[src/rtl/adcstat_pkg.sv]
// Shared constants and the status word packer for the ADC status block.
// Assumes a 32-bit bus word and a 5-bit channel field at the bottom.
package adcstat_pkg;
    localparam int WORD_W        = 32;
    localparam int CHAN_W        = 5;
    localparam int STATUS_OFFSET = 4;

    // Field positions the bus side decodes.
    localparam int POS_EOC      = CHAN_W;
    localparam int POS_EOS      = CHAN_W + 1;
    localparam int POS_ADC_BUSY = CHAN_W + 2;
    localparam int POS_DBG_LOCK = CHAN_W + 3;
    localparam int POS_DBG_MOD  = CHAN_W + 4;
    localparam int POS_DBG_BUSY = CHAN_W + 5;

    typedef struct packed {
        logic              dbg_busy;
        logic              dbg_mod;
        logic              dbg_lock;
        logic              adc_busy;
        logic              eos;
        logic              eoc;
        logic [CHAN_W-1:0] chan;
    } stat_t;

    // Place each status field at its bus bit; unused bits are zero.
    function automatic logic [WORD_W-1:0] status_word(stat_t s);
        logic [WORD_W-1:0] w;
        w                  = '0;
        w[CHAN_W-1:0]      = s.chan;
        w[POS_EOC]         = s.eoc;
        w[POS_EOS]         = s.eos;
        w[POS_ADC_BUSY]    = s.adc_busy;
        w[POS_DBG_LOCK]    = s.dbg_lock;
        w[POS_DBG_MOD]     = s.dbg_mod;
        w[POS_DBG_BUSY]    = s.dbg_busy;
        return w;
    endfunction
endpackage

[src/rtl/adcstat_sticky.sv]
// One event flag: set by a pulse, cleared by a clear strobe, set wins.
// Assumes both inputs are synchronous single-cycle strobes.
module adcstat_sticky (
    input  logic clk,
    input  logic rst_n,
    input  logic set_i,
    input  logic clr_i,
    output logic flag_o
);
    // Hold the flag; a same-cycle set overrides the clear.
    always_ff @(posedge clk) begin
        if (!rst_n) flag_o <= 1'b0;
        else        flag_o <= set_i | (flag_o & ~clr_i);
    end
endmodule

[src/rtl/adcstat_conv_track.sv]
// Tracks converter events: busy window, end-of-conversion and
// end-of-sequence flags, and the channel of the last finished conversion.
// Assumes event pulses last one cycle.
module adcstat_conv_track
    import adcstat_pkg::*;
(
    input  logic              clk,
    input  logic              rst_n,
    input  logic              conv_start,
    input  logic              conv_end,
    input  logic              seq_end,
    input  logic [CHAN_W-1:0] mux_chan,
    input  logic              rd_clr,
    output logic              adc_busy,
    output logic              eoc,
    output logic              eos,
    output logic [CHAN_W-1:0] chan
);
    localparam int N_FLAGS = 2;

    logic [N_FLAGS-1:0] flag_set;
    logic [N_FLAGS-1:0] flag_q;

    assign flag_set = {seq_end, conv_end};

    // One clear-on-read flag per converter event.
    for (genvar g = 0; g < N_FLAGS; g++) begin : g_flag
        adcstat_sticky u_flag (
            .clk    (clk),
            .rst_n  (rst_n),
            .set_i  (flag_set[g]),
            .clr_i  (rd_clr),
            .flag_o (flag_q[g])
        );
    end

    assign eoc = flag_q[0];
    assign eos = flag_q[1];

    // Busy spans start to end; a new start in the end cycle keeps it high.
    always_ff @(posedge clk) begin
        if (!rst_n) adc_busy <= 1'b0;
        else        adc_busy <= conv_start | (adc_busy & ~conv_end);
    end

    // Capture the mux channel when a conversion completes.
    always_ff @(posedge clk) begin
        if (!rst_n)        chan <= '0;
        else if (conv_end) chan <= mux_chan;
    end
endmodule

[src/rtl/adcstat_dbg_arb.sv]
// Mirrors the debug-side path state, keeps the sticky modified flag and
// arbitrates fabric configuration requests against the debug lock.
// Assumes cfg_req is a single-cycle pulse per access.
module adcstat_dbg_arb (
    input  logic clk,
    input  logic rst_n,
    input  logic dbg_busy,
    input  logic dbg_lock_req,
    input  logic dbg_wr_done,
    input  logic cfg_req,
    output logic busy_q,
    output logic lock_q,
    output logic mod_q,
    output logic cfg_grant,
    output logic cfg_err
);
    logic accept;

    assign accept = cfg_req & ~lock_q;

    // Register the debug-side indications.
    always_ff @(posedge clk) begin
        if (!rst_n) begin
            busy_q <= 1'b0;
            lock_q <= 1'b0;
        end else begin
            busy_q <= dbg_busy;
            lock_q <= dbg_lock_req;
        end
    end

    // Answer each fabric request with a grant or a refusal.
    always_ff @(posedge clk) begin
        if (!rst_n) begin
            cfg_grant <= 1'b0;
            cfg_err   <= 1'b0;
        end else begin
            cfg_grant <= accept;
            cfg_err   <= cfg_req & lock_q;
        end
    end

    // Modified flag: debug write sets, accepted fabric access clears.
    always_ff @(posedge clk) begin
        if (!rst_n) mod_q <= 1'b0;
        else        mod_q <= dbg_wr_done | (mod_q & ~accept);
    end
endmodule

[src/rtl/adcstat_bus_port.sv]
// Bus side: decodes the status offset, registers read data one cycle
// later and raises the clear strobe for read-cleared flags.
// Assumes writes carry no effect on this read-only word.
module adcstat_bus_port
    import adcstat_pkg::*;
#(
    parameter int ADDR_W = 8
) (
    input  logic              clk,
    input  logic              rst_n,
    input  logic              bus_valid,
    input  logic              bus_write,
    input  logic [ADDR_W-1:0] bus_addr,
    input  logic [WORD_W-1:0] status,
    output logic              rd_clr,
    output logic              rd_valid,
    output logic [WORD_W-1:0] rd_data
);
    logic is_read;
    logic hit;

    assign is_read = bus_valid & ~bus_write;
    assign hit     = (bus_addr == ADDR_W'(STATUS_OFFSET));
    assign rd_clr  = is_read & hit;

    // Return the snapshot for reads; other offsets read as zero.
    always_ff @(posedge clk) begin
        if (!rst_n) begin
            rd_valid <= 1'b0;
            rd_data  <= '0;
        end else begin
            rd_valid <= is_read;
            rd_data  <= rd_clr ? status : '0;
        end
    end
endmodule

[src/rtl/adcstat_top.sv]
// ADC status register with debug-lock arbitration. Joins the converter
// tracker, the debug arbiter and the bus port into one read-only word.
// Assumes a single clock domain for all inputs.
module adcstat_top
    import adcstat_pkg::*;
#(
    parameter int ADDR_W = 8
) (
    input  logic              clk,
    input  logic              rst_n,
    input  logic              bus_valid,
    input  logic              bus_write,
    input  logic [ADDR_W-1:0] bus_addr,
    output logic              rd_valid,
    output logic [31:0]       rd_data,
    input  logic              conv_start,
    input  logic              conv_end,
    input  logic              seq_end,
    input  logic [4:0]        mux_chan,
    input  logic              dbg_busy,
    input  logic              dbg_lock_req,
    input  logic              dbg_wr_done,
    input  logic              cfg_req,
    output logic              cfg_grant,
    output logic              cfg_err
);
    stat_t             st;
    logic              rd_clr;
    logic [WORD_W-1:0] word;

    adcstat_conv_track u_conv (
        .clk        (clk),
        .rst_n      (rst_n),
        .conv_start (conv_start),
        .conv_end   (conv_end),
        .seq_end    (seq_end),
        .mux_chan   (mux_chan),
        .rd_clr     (rd_clr),
        .adc_busy   (st.adc_busy),
        .eoc        (st.eoc),
        .eos        (st.eos),
        .chan       (st.chan)
    );

    adcstat_dbg_arb u_arb (
        .clk          (clk),
        .rst_n        (rst_n),
        .dbg_busy     (dbg_busy),
        .dbg_lock_req (dbg_lock_req),
        .dbg_wr_done  (dbg_wr_done),
        .cfg_req      (cfg_req),
        .busy_q       (st.dbg_busy),
        .lock_q       (st.dbg_lock),
        .mod_q        (st.dbg_mod),
        .cfg_grant    (cfg_grant),
        .cfg_err      (cfg_err)
    );

    assign word = status_word(st);

    adcstat_bus_port #(.ADDR_W(ADDR_W)) u_bus (
        .clk       (clk),
        .rst_n     (rst_n),
        .bus_valid (bus_valid),
        .bus_write (bus_write),
        .bus_addr  (bus_addr),
        .status    (word),
        .rd_clr    (rd_clr),
        .rd_valid  (rd_valid),
        .rd_data   (rd_data)
    );
endmodule

[config.mk]
export PLATFORM = sky130hd
export DESIGN_NAME = adcstat_top
export DESIGN_NICKNAME = d
export VERILOG_FILES = /design/src/rtl/adcstat_pkg.sv /design/src/rtl/adcstat_sticky.sv /design/src/rtl/adcstat_conv_track.sv /design/src/rtl/adcstat_dbg_arb.sv /design/src/rtl/adcstat_bus_port.sv /design/src/rtl/adcstat_top.sv
export SDC_FILE = /design/constraint.sdc
export NUM_CORES = 1
export LEC_CHECK = 0
export BUFFER_PORTS_ARGS = -buffer_cell sky130_fd_sc_hd__buf_2
export CORE_MARGIN = 3
export CORE_UTILIZATION = 41
export CTS_CLUSTER_SIZE = 28
export DETAILED_ROUTE_END_ITERATION = 8
export PLACE_DENSITY_LB_ADDON = 0.12
export RECOVER_POWER = 100
export SYNTH_ARGS = -nofsm -noshare
export SYNTH_HDL_FRONTEND = slang
export SYNTH_SLANG_ARGS = --single-unit
[constraint.sdc]
create_clock -name clk -period 1.6 [get_ports clk]
set_input_delay 0.08 -clock clk [delete_from_list [all_inputs] [get_ports clk]]
set_output_delay 0.08 -clock clk [all_outputs]
set_load 0.005 [all_outputs]
==> run summary <==
YS warnings = 0
via count = 697
RR Startpoint = u_arb.lock_q
unique cell type count in the Yosys netlist = 20
core area = 2080 sq um
outcome = finished clean
relative slew slack = 66.4%
initial detailed-routing violation count = 6
1st-pass router iterations = 4
Setup Viol. Count Final = 0
worst slew pin tran = 0.501 ns
DIE AREA = 2940 sq um
classification of the worst-slack hold path = primary input to register
worst endpoint required time = 1.85 ns
crit path max fanout = 11
Root Driver = clkbuf_4
worst vdd ir = 0.381 mV
Yosys reg bits = 25
PostCTS Resize Cnt = 0
post-DP HPWL = 1.20 mm
Startpoint Class = primary input
TritonCTS Sinks = 25
Fillers = 206
Final Cycle Share = 71.3%
antenna violations before repair = 0
CTS buffer count = 3
All-Layer GR Usage = 11.8%
Final Hold Vio Count = 0
flop2flop setup slack = 0.81 ns
worst r2r dst = u_arb.mod_q
Die H = 54.2 um
Worst Setup Path Type = primary input to register
grt ovf = 0
Power Density = 871 nW/um^2
Max Cap Viol = 0
syn_area_per_cell = 10.3 sq um
ANT nets after route = 0
CP arrival = 1.39 ns
routed wire length = 1.61 mm
initial core utilization = 45.7%
Routability Congestion = 0.645
CTS max path bufs = 2
row count = 16
register area = 500 sq um
ant diodes = 0
clk_skew = 0.0131 ns
first-pass GRT wire length = 2.46 mm
hold-critical path depth = 3
setup bufs post-CTS = 0
hold_sp = mux_chan[1]
I/O Pins = 59
Area Growth Syn to Fin = 23.0%
reg2reg path depth = 3
CP Capture Type = register
min Tclk post-route = 1.14 ns
vias in the first global route = 627
Avg WL per Cell = 9.78 um
die width = 54.2 um
CTS tree = yes
Worst Hold End = u_conv.chan[1]
unrepaired setup endpoints after global routing = false
commonest non-fill, non-tap cell in the layout = buf_2
nets@finish = 163
most frequent cells in the layout = buf_2, dfxtp_1, conb_1
vias per cell = 4.22
Cells after DPL = 153
H-tree level count = 1
area of the multi-input gates = 347 sq um
share of cells above drive strength 1 = 23.9%
Mapped Cells = 92
register area share after synthesis = 52.6%
Design Power = 1.02 mW
Sum Neg Setup Slack = 0 ns
CTS Hold Buffers Added = 8
netlist area before placement = 952 sq um
Worst-path clk slew = 0.12 ns
number of port buffers = 37
Final Non-Filler Cells = 165
Max Clock Freq = 877 MHz
Slew Viols, Final = 0
largest net degree at the start of global routing = 16
clock latency on the worst-skew pair = 0.31 ns
Leak = 0.567 nW
DRC errors left = 0
## power by group
group | total, mW | leakage [nW] | internal (mW) | switching (mW)
Combinational | 0.0962 | 0.348 | 0.0497 | 0.0465
Clock | 0.274 | 0.0139 | 0.0952 | 0.178
Sequential | 0.650 | 0.205 | 0.643 | 0.00747
Total | 1.02 | 0.567 | 0.787 | 0.232
## cell usage after synthesis
| cell type | instances | area share, % |
|---|---|---|
| nor4_1 | 1 | 0.66 |
| and2_1 | 13 | 8.5 |
| or4b_1 | 1 | 1.1 |
| inv_2 | 1 | 0.39 |
| nand2_1 | 1 | 0.39 |
| nor2_1 | 10 | 3.9 |
| dfxtp_1 | 25 | 53 |
| mux2i_1 | 5 | 5.3 |
| o21ai_0 | 1 | 0.53 |
| and3_1 | 1 | 0.66 |
| clkbuf_1 | 1 | 0.39 |
| a21oi_1 | 3 | 1.6 |
| buf_4 | 21 | 17 |
| conb_1 | 1 | 0.39 |
| nand2b_1 | 2 | 1.3 |
| buf_6 | 1 | 1.2 |
| or4_4 | 1 | 1.2 |
| nor4_4 | 1 | 2.2 |
| o31ai_1 | 1 | 0.79 |
| inv_1 | 1 | 0.39 |
## metal layers
metal / GRT usage [%] / wire [um] / part of all wire, %
met1: 11.8 / 575 / 36
met2: 21.7 / 812 / 50
met3: 3.32 / 206 / 13
met4: 6.22 / 19 / 1.2
met5: 0 / 0 / 0
## worst max path at each step
| stage | start | to | slack [ns] | cells past startpoint |
|---|---|---|---|---|
| 6_report | bus_addr[1] | u_bus.rd_data[2] | 0.46 | 4 |
| 5_1_grt | bus_addr[0] | u_bus.rd_data[2] | 0.39 | 4 |
| 4_1_cts | bus_addr[1] | u_bus.rd_data[2] | 0.45 | 4 |
| 3_5_place_dp | bus_addr[1] | u_bus.rd_data[2] | 0.12 | 4 |
| 3_3_place_gp | bus_addr[1] | u_bus.rd_data[9] | 0.16 | 4 |
| 2_1_floorplan | bus_addr[1] | u_bus.rd_data[8] | 0.43 | 4 |
## cells by family after synthesis
logic type | after synthesis | share of synthesized area, %
flip-flops | 25 | 52.6
AO/OA/AOI/OAI | 5 | 2.89
AND/OR/NAND/NOR | 31 | 20.0
multiplexers | 5 | 5.26
other | 1 | 0.394
buffers and inverters | 25 | 18.9
## critical path, cell delays in order
cell and delay [ns]:
buf_2 0.10, or4_4 0.56, nor4_4 0.47, and2_0 0.19
## cell type report
type	count	area share (%)
Sequential cell	25	42.7
Clock buffer	3	1.92
Multi-Input combinational cell	62	29.6
Tap cell	27	2.88
Clock inverter	1	0.641
Inverter	2	0.641
Timing Repair Buffer	45	21.6
## state kept, by name (all words and copies together) (netlist names)
signal and flops:
u_conv.adc_busy 1, u_arb.cfg_grant 1, u_arb.cfg_err 1, u_bus.rd_data 11, u_bus.rd_valid 1, u_arb.busy_q 1, u_conv.g_flag.u_flag.flag_o 2, u_arb.lock_q 1
u_conv.chan 5, u_arb.mod_q 1
## stage by stage
step | hold WS (ns) | utilization (%) | setup slack [ns] | instance area (sq um)
final | 0.0103 | 56.3 | 0.459 | 1170
after global routing | 0.00108 | 56.3 | 0.391 | 1170
after CTS | 0.00209 | 56.9 | 0.449 | 1180
after detailed placement | 0.293 | 51.6 | 0.123 | 1070
after global placement | 0.286 | 51.6 | 0.161 | 1070
after floorplan | 0.194 | - | 0.431 | 1030
Power figures use the tool's default switching activity.
